File: config.mk
export PLATFORM = sky130hd
export DESIGN_NAME = can_rx_mbox_alloc
export DESIGN_NICKNAME = d
export VERILOG_FILES = /design/src/rtl/can_mbox_pkg.sv /design/src/rtl/mbox_filter.sv /design/src/rtl/mbox_pick.sv /design/src/rtl/mbox_slot.sv /design/src/rtl/can_rx_mbox_alloc.sv
export SDC_FILE = /design/constraint.sdc
export NUM_CORES = 2
export LEC_CHECK = 0
export BUFFER_PORTS_ARGS = -buffer_cell sky130_fd_sc_hd__buf_2
export CAP_MARGIN = 20
export CORE_MARGIN = 4
export CORE_UTILIZATION = 55
export CTS_BUF_LIST = sky130_fd_sc_hd__clkbuf_2
export DETAILED_ROUTE_END_ITERATION = 6
export GPL_TIMING_DRIVEN = 0
export PLACE_DENSITY_LB_ADDON = 0.1
export SLEW_MARGIN = 20
export SYNTH_ARGS = -nofsm -noshare
export SYNTH_HDL_FRONTEND = slang
export SYNTH_SLANG_ARGS = --single-unit
File: constraint.sdc
create_clock -name clk_i -period 14.1 [get_ports clk_i]
set_input_delay 3.525 -clock clk_i [delete_from_list [all_inputs] [get_ports clk_i]]
set_output_delay 3.525 -clock clk_i [all_outputs]
set_load 0.01 [all_outputs]
File: src/rtl/can_mbox_pkg.sv
package can_mbox_pkg;
  localparam int ID_W       = 29;
  localparam int STD_LSB    = 18;
  localparam int EXT_BIT    = 29;
  localparam int MODE_LSB   = 24;
  localparam int ST_DLC_LSB = 16;
  localparam int ST_RTR_BIT = 20;
  localparam int ST_RDY_BIT = 23;
  localparam int ST_IGN_BIT = 24;
  localparam int DATA_W     = 64;

  typedef enum logic [2:0] {
    MB_OFF    = 3'd0,
    MB_RX     = 3'd1,
    MB_RX_OVR = 3'd2,
    MB_TX     = 3'd3,
    MB_CONS   = 3'd4,
    MB_PROD   = 3'd5
  } mb_mode_e;

  typedef enum logic [1:0] {
    RK_MODE = 2'd0,
    RK_MASK = 2'd1,
    RK_ID   = 2'd2,
    RK_XFER = 2'd3
  } reg_kind_e;

  typedef struct packed {
    logic [ID_W-1:0]   id;
    logic              ide;
    logic              rtr;
    logic [3:0]        dlc;
    logic [DATA_W-1:0] data;
  } can_frame_t;

  function automatic logic mode_is_rx(mb_mode_e m);
    return (m == MB_RX) || (m == MB_RX_OVR);
  endfunction
endpackage

File: src/rtl/mbox_filter.sv
module mbox_filter
  import can_mbox_pkg::*;
(
  input  logic [ID_W-1:0] frm_id_i,
  input  logic            frm_ide_i,
  input  logic [ID_W-1:0] acc_id_i,
  input  logic            acc_ide_i,
  input  logic [ID_W-1:0] mask_i,
  output logic            hit_o
);
  localparam int STD_W = ID_W - STD_LSB;

  logic [ID_W-1:0] care;
  logic [ID_W-1:0] diff;

  // standard frames compare only the 11-bit field
  assign care  = frm_ide_i ? mask_i : {mask_i[ID_W-1:STD_LSB], {STD_LSB{1'b0}}};
  assign diff  = (frm_id_i ^ acc_id_i) & care;
  assign hit_o = (frm_ide_i == acc_ide_i) && (diff == '0);

  logic unused_w;
  assign unused_w = ^STD_W;
endmodule

File: src/rtl/mbox_pick.sv
module mbox_pick #(
  parameter int N = 16
) (
  input  logic [N-1:0] req_i,
  output logic [N-1:0] gnt_o,
  output logic         any_o
);
  always_comb begin
    gnt_o = '0;
    for (int i = N - 1; i >= 0; i--) begin
      if (req_i[i]) begin
        gnt_o    = '0;
        gnt_o[i] = 1'b1;
      end
    end
  end

  assign any_o = |req_i;

  always_comb begin
    if (any_o) begin
      AST_PICK_LOWEST: assert (((gnt_o & req_i) == gnt_o) && ((req_i & (gnt_o - 1'b1)) == '0));
    end
  end
endmodule

File: src/rtl/mbox_slot.sv
module mbox_slot
  import can_mbox_pkg::*;
(
  input  logic            clk_i,
  input  logic            rst_ni,
  input  logic            cfg_we_i,
  input  reg_kind_e       cfg_kind_i,
  input  logic [31:0]     cfg_wdata_i,
  input  logic            rearm_i,
  input  logic            store_i,
  input  can_frame_t      frm_i,
  output mb_mode_e        mode_o,
  output logic [ID_W-1:0] mask_o,
  output logic [ID_W-1:0] acc_id_o,
  output logic            acc_ide_o,
  output logic            rdy_o,
  output logic            ign_o,
  output can_frame_t      cap_o
);
  logic mode_wr;
  assign mode_wr = cfg_we_i && (cfg_kind_i == RK_MODE);

  always_ff @(posedge clk_i or negedge rst_ni) begin
    if (!rst_ni) begin
      mode_o    <= MB_OFF;
      mask_o    <= '0;
      acc_id_o  <= '0;
      acc_ide_o <= 1'b0;
    end else if (cfg_we_i) begin
      case (cfg_kind_i)
        RK_MODE: mode_o <= mb_mode_e'(cfg_wdata_i[MODE_LSB +: 3]);
        RK_MASK: mask_o <= cfg_wdata_i[ID_W-1:0];
        RK_ID: begin
          acc_id_o  <= cfg_wdata_i[ID_W-1:0];
          acc_ide_o <= cfg_wdata_i[EXT_BIT];
        end
        default: ;
      endcase
    end
  end

  // mode write beats store beats re-arm
  always_ff @(posedge clk_i or negedge rst_ni) begin
    if (!rst_ni) begin
      rdy_o <= 1'b0;
      ign_o <= 1'b0;
      cap_o <= '0;
    end else if (mode_wr) begin
      rdy_o <= 1'b0;
      ign_o <= 1'b0;
    end else if (store_i) begin
      rdy_o <= 1'b1;
      ign_o <= ign_o | rdy_o;
      cap_o <= frm_i;
    end else if (rearm_i) begin
      rdy_o <= 1'b0;
      ign_o <= 1'b0;
    end
  end

  AST_RDY_RX_MODE: assert property (@(posedge clk_i) disable iff (!rst_ni)
    rdy_o |-> mode_is_rx(mode_o));
  AST_IGN_NEEDS_FULL: assert property (@(posedge clk_i) disable iff (!rst_ni)
    $rose(ign_o) |-> ($past(rdy_o) && $past(store_i)));
  AST_IGN_ONLY_OVR: assert property (@(posedge clk_i) disable iff (!rst_ni)
    ign_o |-> (mode_o == MB_RX_OVR));
endmodule

File: src/rtl/can_rx_mbox_alloc.sv
module can_rx_mbox_alloc
  import can_mbox_pkg::*;
#(
  parameter int NUM_MB = 16,
  localparam int IDX_W  = (NUM_MB > 1) ? $clog2(NUM_MB) : 1,
  localparam int ADDR_W = IDX_W + 2
) (
  input  logic              clk_i,
  input  logic              rst_ni,
  input  logic              frm_valid_i,
  input  logic              frm_ide_i,
  input  logic [ID_W-1:0]   frm_id_i,
  input  logic              frm_rtr_i,
  input  logic [3:0]        frm_dlc_i,
  input  logic [DATA_W-1:0] frm_data_i,
  input  logic              reg_we_i,
  input  logic [ADDR_W-1:0] reg_addr_i,
  input  logic [31:0]       reg_wdata_i,
  input  logic [IDX_W-1:0]  rd_sel_i,
  output logic [ID_W-1:0]   rd_id_o,
  output logic              rd_ide_o,
  output logic [DATA_W-1:0] rd_data_o,
  output logic [31:0]       rd_status_o,
  output logic [NUM_MB-1:0] mb_rdy_o,
  output logic [NUM_MB-1:0] mb_ign_o,
  output logic [NUM_MB-1:0] mb_irq_o
);
  reg_kind_e        wr_kind;
  logic [IDX_W-1:0] wr_idx;
  can_frame_t       frm;

  assign wr_kind = reg_kind_e'(reg_addr_i[IDX_W +: 2]);
  assign wr_idx  = reg_addr_i[IDX_W-1:0];
  assign frm     = '{id: frm_id_i, ide: frm_ide_i, rtr: frm_rtr_i,
                     dlc: frm_dlc_i, data: frm_data_i};

  logic [NUM_MB-1:0] hit, free_req, ovr_req, free_gnt, ovr_gnt, store;
  logic              any_free, any_ovr;
  mb_mode_e          mode   [NUM_MB];
  can_frame_t        cap    [NUM_MB];

  for (genvar i = 0; i < NUM_MB; i++) begin : g_mb
    logic [ID_W-1:0] mask, acc_id;
    logic            acc_ide, flt_hit, cfg_we, rearm;

    assign cfg_we = reg_we_i && (wr_kind != RK_XFER) && (wr_idx == IDX_W'(i));
    assign rearm  = reg_we_i && (wr_kind == RK_XFER) && reg_wdata_i[i % 32];

    mbox_slot u_slot (
      .clk_i      (clk_i),
      .rst_ni     (rst_ni),
      .cfg_we_i   (cfg_we),
      .cfg_kind_i (wr_kind),
      .cfg_wdata_i(reg_wdata_i),
      .rearm_i    (rearm),
      .store_i    (store[i]),
      .frm_i      (frm),
      .mode_o     (mode[i]),
      .mask_o     (mask),
      .acc_id_o   (acc_id),
      .acc_ide_o  (acc_ide),
      .rdy_o      (mb_rdy_o[i]),
      .ign_o      (mb_ign_o[i]),
      .cap_o      (cap[i])
    );

    mbox_filter u_flt (
      .frm_id_i (frm_id_i),
      .frm_ide_i(frm_ide_i),
      .acc_id_i (acc_id),
      .acc_ide_i(acc_ide),
      .mask_i   (mask),
      .hit_o    (flt_hit)
    );

    assign hit[i]      = frm_valid_i && flt_hit && mode_is_rx(mode[i]);
    assign free_req[i] = hit[i] && !mb_rdy_o[i];
    assign ovr_req[i]  = hit[i] && mb_rdy_o[i] && (mode[i] == MB_RX_OVR);
  end

  mbox_pick #(.N(NUM_MB)) u_pick_free (
    .req_i(free_req), .gnt_o(free_gnt), .any_o(any_free));
  mbox_pick #(.N(NUM_MB)) u_pick_ovr (
    .req_i(ovr_req), .gnt_o(ovr_gnt), .any_o(any_ovr));

  // free mailbox wins over overwriting a full one
  assign store    = any_free ? free_gnt : (any_ovr ? ovr_gnt : '0);
  assign mb_irq_o = mb_rdy_o;

  always_comb begin
    rd_id_o     = '0;
    rd_ide_o    = 1'b0;
    rd_data_o   = '0;
    rd_status_o = '0;
    for (int i = 0; i < NUM_MB; i++) begin
      if (rd_sel_i == IDX_W'(i)) begin
        rd_id_o                            = cap[i].id;
        rd_ide_o                           = cap[i].ide;
        rd_data_o                          = cap[i].data;
        rd_status_o[ST_DLC_LSB +: 4]       = cap[i].dlc;
        rd_status_o[ST_RTR_BIT]            = cap[i].rtr;
        rd_status_o[ST_RDY_BIT]            = mb_rdy_o[i];
        rd_status_o[ST_IGN_BIT]            = mb_ign_o[i];
      end
    end
  end

  AST_ONE_STORE: assert property (@(posedge clk_i) disable iff (!rst_ni)
    $onehot0(store));
  AST_STORE_NEEDS_VALID: assert property (@(posedge clk_i) disable iff (!rst_ni)
    !frm_valid_i |=> $stable(mb_rdy_o) || $past(reg_we_i));
  AST_DROP_HOLDS: assert property (@(posedge clk_i) disable iff (!rst_ni)
    (frm_valid_i && (store == '0) && !reg_we_i) |=> ($stable(mb_rdy_o) && $stable(mb_ign_o)));
endmodule

==> reports/metrics.yaml <==
outcome: "completed"
io_pins: 319
whs_ns: 0.4923
fmax_mhz: 76.72
slew_headroom_pct: 5.799
drtIter0Drc: 8232
fillers: 17450
dp.final_hpwl_mm: 298.1
synth_cell_types: 87
antenna_found_initial: 38
async_flop_share_pct: 100.0
netlist_instances: 8779
num_vias: 84080
fin_skew_ns: 0.2194
endpoint: "rd_status_o[24]"
setup_viol: 0
synth-edff-count: 0
overflow: 0
worstHoldPathType: "register to register"
postCtsHoldBufs: 0
wire_per_inst_um: 33.13
dieHeight_um: 473.0
firstDrtPassIters: 6
grt_use_total_pct: 38.49
start_util_pct: 55.36
synth-seq-area-share_pct: 54.87
rows: 170
cp_top_family: "buffers and inverters"
coreArea_um2: 214800
ys_warn_count: 0
cts_buffers: 688
synth_flop_cell: "dfrtp_1"
crit_path_max_incr_delay_ns: 0.98
syn_avg_cell_area_um2: 13.55
hp-start: "g_mb[10].u_slot.cap_o[58]$_DFFE_PN0P_"
reg2reg_setup_slack_ns: 8.51
startpoint: "rd_sel_i[1]"
worstPathMaxFanout: 10
critPathLaunchType: "input pin"
crit_cells: 9
tns_ns: 0
cap_violations: 0
cts_sinks: 2608
clk_latency_ns: 2.10
tightestPinTransition_ns: 1.413
r2r_end: "g_mb[0].u_slot.cap_o[62]$_DFFE_PN0P_"
critPathArrivalTime_ns: 9.51
grt_max_degree: 145
crit_type: "input pin to output port"
crit_chain: "buf_2, buf_1, buf_1, clkbuf_1, clkbuf_2, nand3_1, clkbuf_2, o22ai_1, buf_2"
end_kind: "output port"
critPathSlowestCell: "nand3_1"
clk_pin_slew_ns: 0.09
grt_pass1_vias: 86420
port_buffers: 257
timing.final.crit_share_pct: 92.44
drcViolationCount: 0
area_delta_synth_final_pct: 10.29
clockBufferDepth: 4
reg2reg_depth: 14
routed_wl_mm: 434.7
cts_resized: 0
cts_tree: "built"
worstPathRequired_ns: 10.57
nets: 9951
cellLeakagePower_nw: 64.04
synth_area_um2: 118900
r2r_start: "g_mb[0].u_slot.acc_id_o[1]$_DFFE_PN0P_"
path_buf_inv: 7
gp_congestion: 0.9674
post-cts-setup-buffers: 0
peakVddDrop_mv: 0.1197
dieArea_um2: 223700
rsz0062_at_grt: "no"
drtAntennaViolNets: 0
p_per_area_nw_per_um2: 160.0
hold_viol_final: 0
drv_slew: 0
ys_seq_elements: 2608
cts-htree-levels: 6
cts_root_buffer: "clkbuf_2"
grt_first_pass_wirelength_mm: 614.4
layout-drive-gt1-share_pct: 44.22
vias_per_cell: 6.408
dieWidth_um: 473.0
finalCriticalPeriod_ns: 13.03
-- state kept, by name, indices dropped and copies added, names as in the netlist --
register and flops:
g_mb.u_slot.cap_o 1584, g_mb.u_slot.rdy_o 16, g_mb.u_slot.ign_o 16, g_mb.u_slot.acc_id_o 464
g_mb.u_slot.mask_o 464, g_mb.u_slot.acc_ide_o 16, g_mb.u_slot.mode_o 48
-- synthesized netlist by cell type (16+ instances only) --
library cell / n / area (µm²)
nor3_1: 32 / 160.2
mux4_2: 98 / 2207
nand4b_1: 18 / 157.7
mux2_2: 2565 / 28880
nand2b_1: 47 / 294.0
buf_2: 150 / 750.7
buf_6: 47 / 529.3
nand3_1: 89 / 445.4
o21ai_0: 149 / 745.7
nor2_1: 170 / 638.1
a22o_1: 72 / 630.6
o22ai_1: 73 / 456.7
buf_4: 133 / 998.5
a21oi_1: 115 / 575.6
buf_1: 84 / 315.3
nand2_1: 333 / 1250
clkbuf_1: 422 / 1584
a22oi_1: 406 / 3048
o221ai_1: 47 / 411.6
a222oi_1: 54 / 540.5
dfrtp_1: 2608 / 65260
a221oi_1: 66 / 578.1
xor2_1: 481 / 4213
mux2i_1: 34 / 340.3
xnor2_1: 16 / 140.1
nand4_1: 119 / 744.5
a31oi_1: 52 / 325.3
o211ai_1: 19 / 142.6
mux2_1: 55 / 619.3
-- final cells by class --
class	count	area (µm²)	share of cell area (%)
Antenna cell	30	75.07	0.05723
Buffer	837	4327	3.299
Clock buffer	1021	5110	3.896
Clock inverter	116	658.1	0.5018
Inverter	15	56.30	0.04293
Multi-Input combinational cell	5343	49600	37.82
Sequential cell	2608	65260	49.76
Tap cell	2838	3551	2.707
Timing Repair Buffer	313	2525	1.925
-- how the worst min path moves through the flow --
stage	slack, ns	endpoint	cells after the start
finish	0.49	g_mb[10].u_slot.cap_o[58]$_DFFE_PN0P_	1
detailed placement	0.47	g_mb[9].u_slot.cap_o[56]$_DFFE_PN0P_	1
global route	0.50	g_mb[9].u_slot.cap_o[56]$_DFFE_PN0P_	1
floorplan	0.45	g_mb[15].u_slot.cap_o[67]$_DFFE_PN0P_	1
global placement	0.46	g_mb[12].u_slot.cap_o[61]$_DFFE_PN0P_	1
CTS	0.49	g_mb[9].u_slot.cap_o[56]$_DFFE_PN0P_	1
-- per-layer routing --
layer  share of wire (%)  GRT usage [%]  vias to the layer above
met2                  45          58.43                     4563
met1                  38          47.88                    43810
met3                 9.4          10.68                     1287
met5               0.031              0                        -
met4                 7.9          26.95                       18
li1                    -              -                    34400
-- per-stage QoR --
step | area, µm² | std cells | worst slack [ns] | utilization (%) | power (W)
detailed placement | 125300 | 11950 | 1.344 | 58.32 | 0.01584
finish | 131200 | 13120 | 1.066 | 61.06 | 0.02098
floorplan | 119000 | 8803 | 4.277 | - | 0.01406
global placement | 123900 | 11900 | -47.79 | 57.66 | 0.01558
CTS | 131100 | 13090 | 1.338 | 61.01 | 0.02095
global route | 131100 | 13100 | 1.466 | 61.03 | 0.02199
-- where the power goes --
group | switching (W) | leakage (nW) | internal, W
registers | 0.00130 | 34.5 | 0.00970
clock network | 0.00319 | 4.56 | 0.00202
logic | 0.00216 | 25.0 | 0.00262
-- worst register-to-register path, cell delays in order (launching register included) --
cell and delay (ns):
dfrtp_1 0.40, xor2_1 0.14, a22oi_1 0.20, nand4_1 0.30
o31ai_1 0.97, and3_1 0.28, clkbuf_1 0.27, and4b_1 0.35
nand3_1 0.29, nor2_1 0.11, o21bai_1 0.35, buf_2 0.57
buf_4 0.39, buf_2 0.42, mux2_2 0.38
-- cell families after synthesis --
family          count (synthesis)  synth area share, %
buf+inv                       852                3.573
compound gates               1128                6.885
simple gates                  931                3.931
xor+xnor                      497                3.660
flops                        2608                54.87
other cells                     1             0.003153
mux                          2762                27.07
-- placed cells by master, fill, tap and decap left out, types with 83 or more instances in the layout --
cell type,n
dfrtp_1,2608
mux2_2,2565
clkbuf_2,1108
xor2_1,481
buf_2,427
a22oi_1,406
clkbuf_1,335
nand2_1,333
nor2_1,164
o21ai_0,148
buf_4,137
nand4_1,119
a21oi_1,115
mux4_2,98
nand3_1,89
clkinv_1,83
Note: power is estimated with default switching activity, not from simulation.
